===== config.mk =====
export PLATFORM = sky130hd
export DESIGN_NAME = eye_supply_adapt
export DESIGN_NICKNAME = d
export VERILOG_FILES = /design/src/rtl/eye_supply_pkg.sv /design/src/rtl/esa_pattern_check.sv /design/src/rtl/esa_window_ctrl.sv /design/src/rtl/esa_supply_datapath.sv /design/src/rtl/eye_supply_adapt.sv
export SDC_FILE = /design/constraint.sdc
export NUM_CORES = 1
export LEC_CHECK = 0
export BUFFER_PORTS_ARGS = -buffer_cell sky130_fd_sc_hd__buf_2
export CAP_MARGIN = 20
export CORE_AREA = 2 2 71 73
export CTS_CLUSTER_SIZE = 16
export DETAILED_ROUTE_END_ITERATION = 16
export DIE_AREA = 0 0 73 75
export PLACE_DENSITY = 0.81
export SETUP_SLACK_MARGIN = 0.02
export SLEW_MARGIN = 20
export SYNTH_ARGS = -nofsm -noshare
export SYNTH_HDL_FRONTEND = slang
export SYNTH_SLANG_ARGS = --single-unit

===== constraint.sdc =====
create_clock -name clk -period 7 [get_ports clk]
set_input_delay 1.05 -clock clk [delete_from_list [all_inputs] [get_ports clk]]
set_output_delay 1.05 -clock clk [all_outputs]
set_load 0.02 [all_outputs]

===== src/rtl/eye_supply_pkg.sv =====
`timescale 1ns/1ps
package eye_supply_pkg;

  // Strobes the window control sends to the datapath each clock.
  typedef struct packed {
    logic clearAcc;       // drop the running error count
    logic accumulate;     // add this word's errors to the running count
    logic applyDecision;  // last word of the window: update the code
  } winStrobes_t;

  typedef enum logic [1:0] {
    STEP_DOWN = 2'd0,
    STEP_HOLD = 2'd1,
    STEP_UP1  = 2'd2,
    STEP_UP2  = 2'd3
  } supplyStep_e;

endpackage


===== src/rtl/esa_pattern_check.sv =====
`timescale 1ns/1ps
module esa_pattern_check #(
  parameter int LANES = 4,
  parameter int CNT_W = $clog2(LANES + 1)
) (
  input  logic [LANES-1:0] dataBits,
  input  logic [LANES-1:0] eyeBits,
  input  logic             prevBit,
  output logic [CNT_W-1:0] errCount
);

  logic [LANES-1:0] laneErr;

  // Lane 0 pairs with the carried bit; other lanes pair with their neighbour.
  for (genvar g = 0; g < LANES; g++) begin : g_lane
    logic pred;
    if (g == 0) begin : g_first
      assign pred = prevBit;
    end else begin : g_rest
      assign pred = dataBits[g-1];
    end
    assign laneErr[g] = ~pred & dataBits[g] & (eyeBits[g] ^ dataBits[g]);
  end

  always_comb begin
    errCount = '0;
    for (int i = 0; i < LANES; i++) begin
      errCount = errCount + CNT_W'(laneErr[i]);
    end
  end

endmodule


===== src/rtl/esa_window_ctrl.sv =====
`timescale 1ns/1ps
module esa_window_ctrl
  import eye_supply_pkg::*;
#(
  parameter int WIN_W = 12
) (
  input  logic             clk,
  input  logic             rstN,
  input  logic             enable,
  input  logic [WIN_W-1:0] windowLen,
  output winStrobes_t      strobes
);

  logic [WIN_W-1:0] wordCnt;
  logic             lastWord;

  // A length of zero compares like a length of one.
  assign lastWord = ({1'b0, wordCnt} + (WIN_W+1)'(1)) >= {1'b0, windowLen};

  always_comb begin
    strobes = '0;
    if (!enable) begin
      strobes.clearAcc = 1'b1;
    end else if (lastWord) begin
      strobes.applyDecision = 1'b1;
      strobes.clearAcc      = 1'b1;
    end else begin
      strobes.accumulate = 1'b1;
    end
  end

  always_ff @(posedge clk) begin
    if (!rstN) begin
      wordCnt <= '0;
    end else if (!enable || lastWord) begin
      wordCnt <= '0;
    end else begin
      wordCnt <= wordCnt + WIN_W'(1);
    end
  end

endmodule


===== src/rtl/esa_supply_datapath.sv =====
`timescale 1ns/1ps
module esa_supply_datapath
  import eye_supply_pkg::*;
#(
  parameter int LANES  = 4,
  parameter int CODE_W = 6,
  parameter int ERR_W  = 8,
  parameter int THR_W  = 6
) (
  input  logic              clk,
  input  logic              rstN,
  input  winStrobes_t       strobes,
  input  logic [LANES-1:0]  dataBits,
  input  logic [LANES-1:0]  eyeBits,
  input  logic [ERR_W-1:0]  errLoThr,
  input  logic [ERR_W-1:0]  errHiThr,
  input  logic [THR_W-1:0]  eyeThrIn,
  output logic [CODE_W-1:0] supplyCode,
  output logic [THR_W-1:0]  eyeThrOut
);

  localparam int CNT_W = $clog2(LANES + 1);
  localparam logic [CODE_W-1:0] CODE_MAX = '1;
  localparam logic [ERR_W-1:0]  ERR_MAX  = '1;

  logic              lastBit;
  logic [CNT_W-1:0]  wordErrs;
  logic [ERR_W-1:0]  errAcc;
  logic [ERR_W:0]    errSumWide;
  logic [ERR_W-1:0]  errSum;
  supplyStep_e       step;
  logic [CODE_W+1:0] codeWide;
  logic [CODE_W-1:0] nextCode;

  esa_pattern_check #(
    .LANES (LANES),
    .CNT_W (CNT_W)
  ) u_pattern (
    .dataBits (dataBits),
    .eyeBits  (eyeBits),
    .prevBit  (lastBit),
    .errCount (wordErrs)
  );

  // Saturating running sum including the current word.
  assign errSumWide = {1'b0, errAcc} + (ERR_W+1)'(wordErrs);
  assign errSum     = errSumWide[ERR_W] ? ERR_MAX : errSumWide[ERR_W-1:0];

  always_comb begin
    if (errSum == '0) begin
      step = STEP_DOWN;
    end else if (errSum > errHiThr) begin
      step = STEP_UP2;
    end else if (errSum >= errLoThr) begin
      step = STEP_UP1;
    end else begin
      step = STEP_HOLD;
    end
  end

  assign codeWide = {2'b00, supplyCode};

  always_comb begin
    nextCode = supplyCode;
    unique case (step)
      STEP_DOWN: nextCode = (supplyCode == '0) ? '0 : supplyCode - CODE_W'(1);
      STEP_HOLD: nextCode = supplyCode;
      STEP_UP1:  nextCode = (codeWide + (CODE_W+2)'(1) > (CODE_W+2)'(CODE_MAX))
                            ? CODE_MAX : supplyCode + CODE_W'(1);
      STEP_UP2:  nextCode = (codeWide + (CODE_W+2)'(2) > (CODE_W+2)'(CODE_MAX))
                            ? CODE_MAX : supplyCode + CODE_W'(2);
      default:   nextCode = supplyCode;
    endcase
  end

  always_ff @(posedge clk) begin
    if (!rstN) begin
      lastBit    <= 1'b1;
      errAcc     <= '0;
      supplyCode <= CODE_MAX;
      eyeThrOut  <= '0;
    end else begin
      lastBit   <= dataBits[LANES-1];
      eyeThrOut <= eyeThrIn;
      if (strobes.applyDecision) begin
        supplyCode <= nextCode;
      end
      if (strobes.clearAcc) begin
        errAcc <= '0;
      end else if (strobes.accumulate) begin
        errAcc <= errSum;
      end
    end
  end

endmodule


===== src/rtl/eye_supply_adapt.sv =====
`timescale 1ns/1ps
module eye_supply_adapt
  import eye_supply_pkg::*;
#(
  parameter int LANES  = 4,
  parameter int CODE_W = 6,
  parameter int ERR_W  = 8,
  parameter int WIN_W  = 12,
  parameter int THR_W  = 6
) (
  input  logic              clk,
  input  logic              rstN,
  input  logic              enable,
  input  logic [LANES-1:0]  dataBits,
  input  logic [LANES-1:0]  eyeBits,
  input  logic [WIN_W-1:0]  windowLen,
  input  logic [ERR_W-1:0]  errLoThr,
  input  logic [ERR_W-1:0]  errHiThr,
  input  logic [THR_W-1:0]  eyeThrIn,
  output logic [CODE_W-1:0] supplyCode,
  output logic [THR_W-1:0]  eyeThrOut
);

  winStrobes_t strobes;

  esa_window_ctrl #(
    .WIN_W (WIN_W)
  ) u_ctrl (
    .clk       (clk),
    .rstN      (rstN),
    .enable    (enable),
    .windowLen (windowLen),
    .strobes   (strobes)
  );

  esa_supply_datapath #(
    .LANES  (LANES),
    .CODE_W (CODE_W),
    .ERR_W  (ERR_W),
    .THR_W  (THR_W)
  ) u_dp (
    .clk        (clk),
    .rstN       (rstN),
    .strobes    (strobes),
    .dataBits   (dataBits),
    .eyeBits    (eyeBits),
    .errLoThr   (errLoThr),
    .errHiThr   (errHiThr),
    .eyeThrIn   (eyeThrIn),
    .supplyCode (supplyCode),
    .eyeThrOut  (eyeThrOut)
  );

endmodule


==> flow_metrics.tcl <==
set metrics [dict create \
    r2r-end "u_dp.supplyCode[3]" \
    setup_violations 0 \
    rows 25 \
    drt-wirelength-per-cell_um 13.9 \
    drc 0 \
    min_period_ps 5320 \
    grt_max_degree 20 \
    required_ps 7200 \
    r2r_cells 16 \
    ant_nets 0 \
    drt_iter0_markers 133 \
    fin_util_pct 65.7 \
    synth.area.top_cells "dfxtp_1 (25%), ha_1 (17%), inv_1 (5.2%)" \
    clk_path_buf_depth 2 \
    ys_async_sr_fraction_pct 0 \
    crit_path_max_fanout 10 \
    dieHeight_um 75 \
    ff2ff_setup_slack_ps 2250 \
    tightestPinTransition_ps 794 \
    clk_pin_slew_ps 60 \
    grt_pass1_vias 2467 \
    ys_ff_latch 33 \
    vias_per_cell 5.70 \
    post-route-period-util_pct 76.1 \
    holdPathStages 1 \
    grt-ovfl-total 0 \
    maxCapViolations 0 \
    swShare_pct 27.1 \
    vias 2457 \
    setup.worst_path.end_class "flop" \
    rsz0062_at_grt "no" \
    hpwlAfterDp_um 4880 \
    p_leak_nw 1.60 \
    hp-start "u_ctrl.wordCnt[0]" \
    post_cts_buffers 0 \
    synth_enable_flop_cells 0 \
    arrival_ps 5530 \
    synth_top_flop_cell "dfxtp_1" \
    fin_cells 431 \
    initial_core_util_pct 57.0 \
    drv_slew 0 \
    start_kind "primary input" \
    cts_made_buffers 5 \
    tns_ps 0 \
    cts_max_level 2 \
    yosysSeqAreaShare_pct 24.8 \
    clock_latency_ps 290 \
    synth_top_cell_area_share_pct 24.8 \
    drive_above_1_share_pct 21.2 \
    power_frac_comb_pct 18.3 \
    hold_end "u_ctrl.wordCnt[0]" \
    synth_cells 321 \
    grt_first_pass_wirelength_um 10500 \
    numPortBuffers 56 \
    synthToLayoutAreaGrowth_pct 15.2 \
    place_inst 424 \
    clkSinkCount 33 \
    post-route-cell-area_um2 3060 \
    syn-cell-area_um2 2660 \
    synthDistinctLibCells 56 \
    first_pass_iters 4 \
    relSlewSlack_pct 46.9 \
    hold_viol 0 \
    min-delay-path-class "reg2reg" \
    worst_clock_skew_ps 11.4 \
    diodes 0 \
    cts-resized-gates 0 \
    synth.avg_cell_area_um2 8.28 \
    powerDensity_nw_per_um2 136 \
    core_area_um2 4660 \
    dp_slack_ps 1460 \
    hold_buffers 0 \
    layout_setup_ws_ps 1680 \
    grt.total_usage_pct 24.0 \
    internal-power_uw 304 \
    p_total_uw 417 \
    gp_congestion 0.930 \
    p_seq_share_pct 47.3 \
    power_switching_uw 113 \
    dpl_cell_area_um2 2980 \
    cts_tree "done" \
    holdWs_ps 506 \
    r2r_start "u_dp.lastBit" \
    fin_nets 461 \
    wl_um 6000 \
    status "finished, final reports clean" \
    final_common_cell "buf_2" \
    synth_area_leader_cell "dfxtp_1" \
    final_cell_mix "buf_2 (56), inv_1 (37), ha_1 (36)" \
    syn_nets 405 \
    ir_drop_v 0.000168 \
    num_io_pins 57 \
    cts_root_buf "clkbuf_8" \
    path_class "in2reg" \
    dieArea_um2 5480 \
    grt_antenna_before_repair 0 \
    clkPwrFrac_pct 34.3 \
    fmax_mhz 188 \
    die_x_um 73 \
    ys_warn_count 0 \
]
-- final cells by class --
cell class                 instances  area (µm²)
clock buffer                       7        86.3
fill                             400        1600
inverter                          37         139
multi-input combinational        244        1830
sequential                        33         661
tap                               54        67.6
timing repair buffer              56         280
-- synthesized netlist by cell type, types with 6 or more instances --
cell type   n
nand3_1    11
nor2_1     16
dfxtp_1    33
and2_1      8
o21ai_0    16
nand2_1    20
xor2_1      7
and3_1      7
inv_1      37
nor3_1      8
ha_1       36
nor2b_1    13
xnor2_1     9
and4_1      6
a21oi_1    23
-- registers in the layout, summed over array words and instances (netlist names) --
signal / count
u_dp.errAcc: 8
u_dp.supplyCode: 6
u_dp.lastBit: 1
u_ctrl.wordCnt: 12
u_dp.eyeThrOut: 6
-- metal layers --
metal	routed length, µm	part of all wire (%)	GRT usage [%]	vias to the layer above
met3	245	4.1	4.69	13
li1	-	-	-	1248
met5	0	0	0	-
met1	2680	45	29.8	1136
met2	2960	49	41.2	60
met4	110	1.8	9.26	0
-- logic make-up (layout without fill, tap and decap cells) --
group,count (synthesis),count (layout),synth area share (%)
AND/OR/NAND/NOR,111,111,23.2
AO/OA/AOI/OAI,74,74,19.5
buffers and inverters,44,100,6.31
adder cells (fa/ha/maj),39,39,19.2
flip-flops,33,33,24.8
XOR/XNOR,16,16,5.27
multiplexers,4,4,1.65
-- critical path: stages --
cell	delay, ps
buf_2	90
or3b_2	480
fa_1	510
fa_1	420
inv_1	80
fa_1	220
and3_4	220
nand3_1	280
a21oi_1	330
ha_1	290
a21oi_1	130
o21ai_0	120
o22ai_2	460
o211ai_2	260
o221ai_1	310
a211oi_1	90
nor3_1	160
-- worst max path at each step --
stage                     from            endpoint  slack [ps]  cells past startpoint
global route        eyeBits[0]  u_dp.supplyCode[3]        1380                     17
detailed placement  eyeBits[0]  u_dp.supplyCode[3]        1460                     17
CTS                 eyeBits[0]  u_dp.supplyCode[3]        1710                     17
floorplan           eyeBits[0]  u_dp.supplyCode[2]        2050                     16
global placement    eyeBits[0]  u_dp.supplyCode[3]        1540                     17
finish              eyeBits[0]  u_dp.supplyCode[3]        1680                     17
-- power by group through the flow --
stage	combinational (mW)	sequential [mW]	clock [mW]
after global routing	0.0863	0.198	0.154
after global placement	0.0744	0.201	0
after floorplan	0.0490	0.202	0
after CTS	0.0772	0.197	0.146
final	0.0766	0.197	0.143
after detailed placement	0.0770	0.201	0
Power figures use the tool's default switching activity.
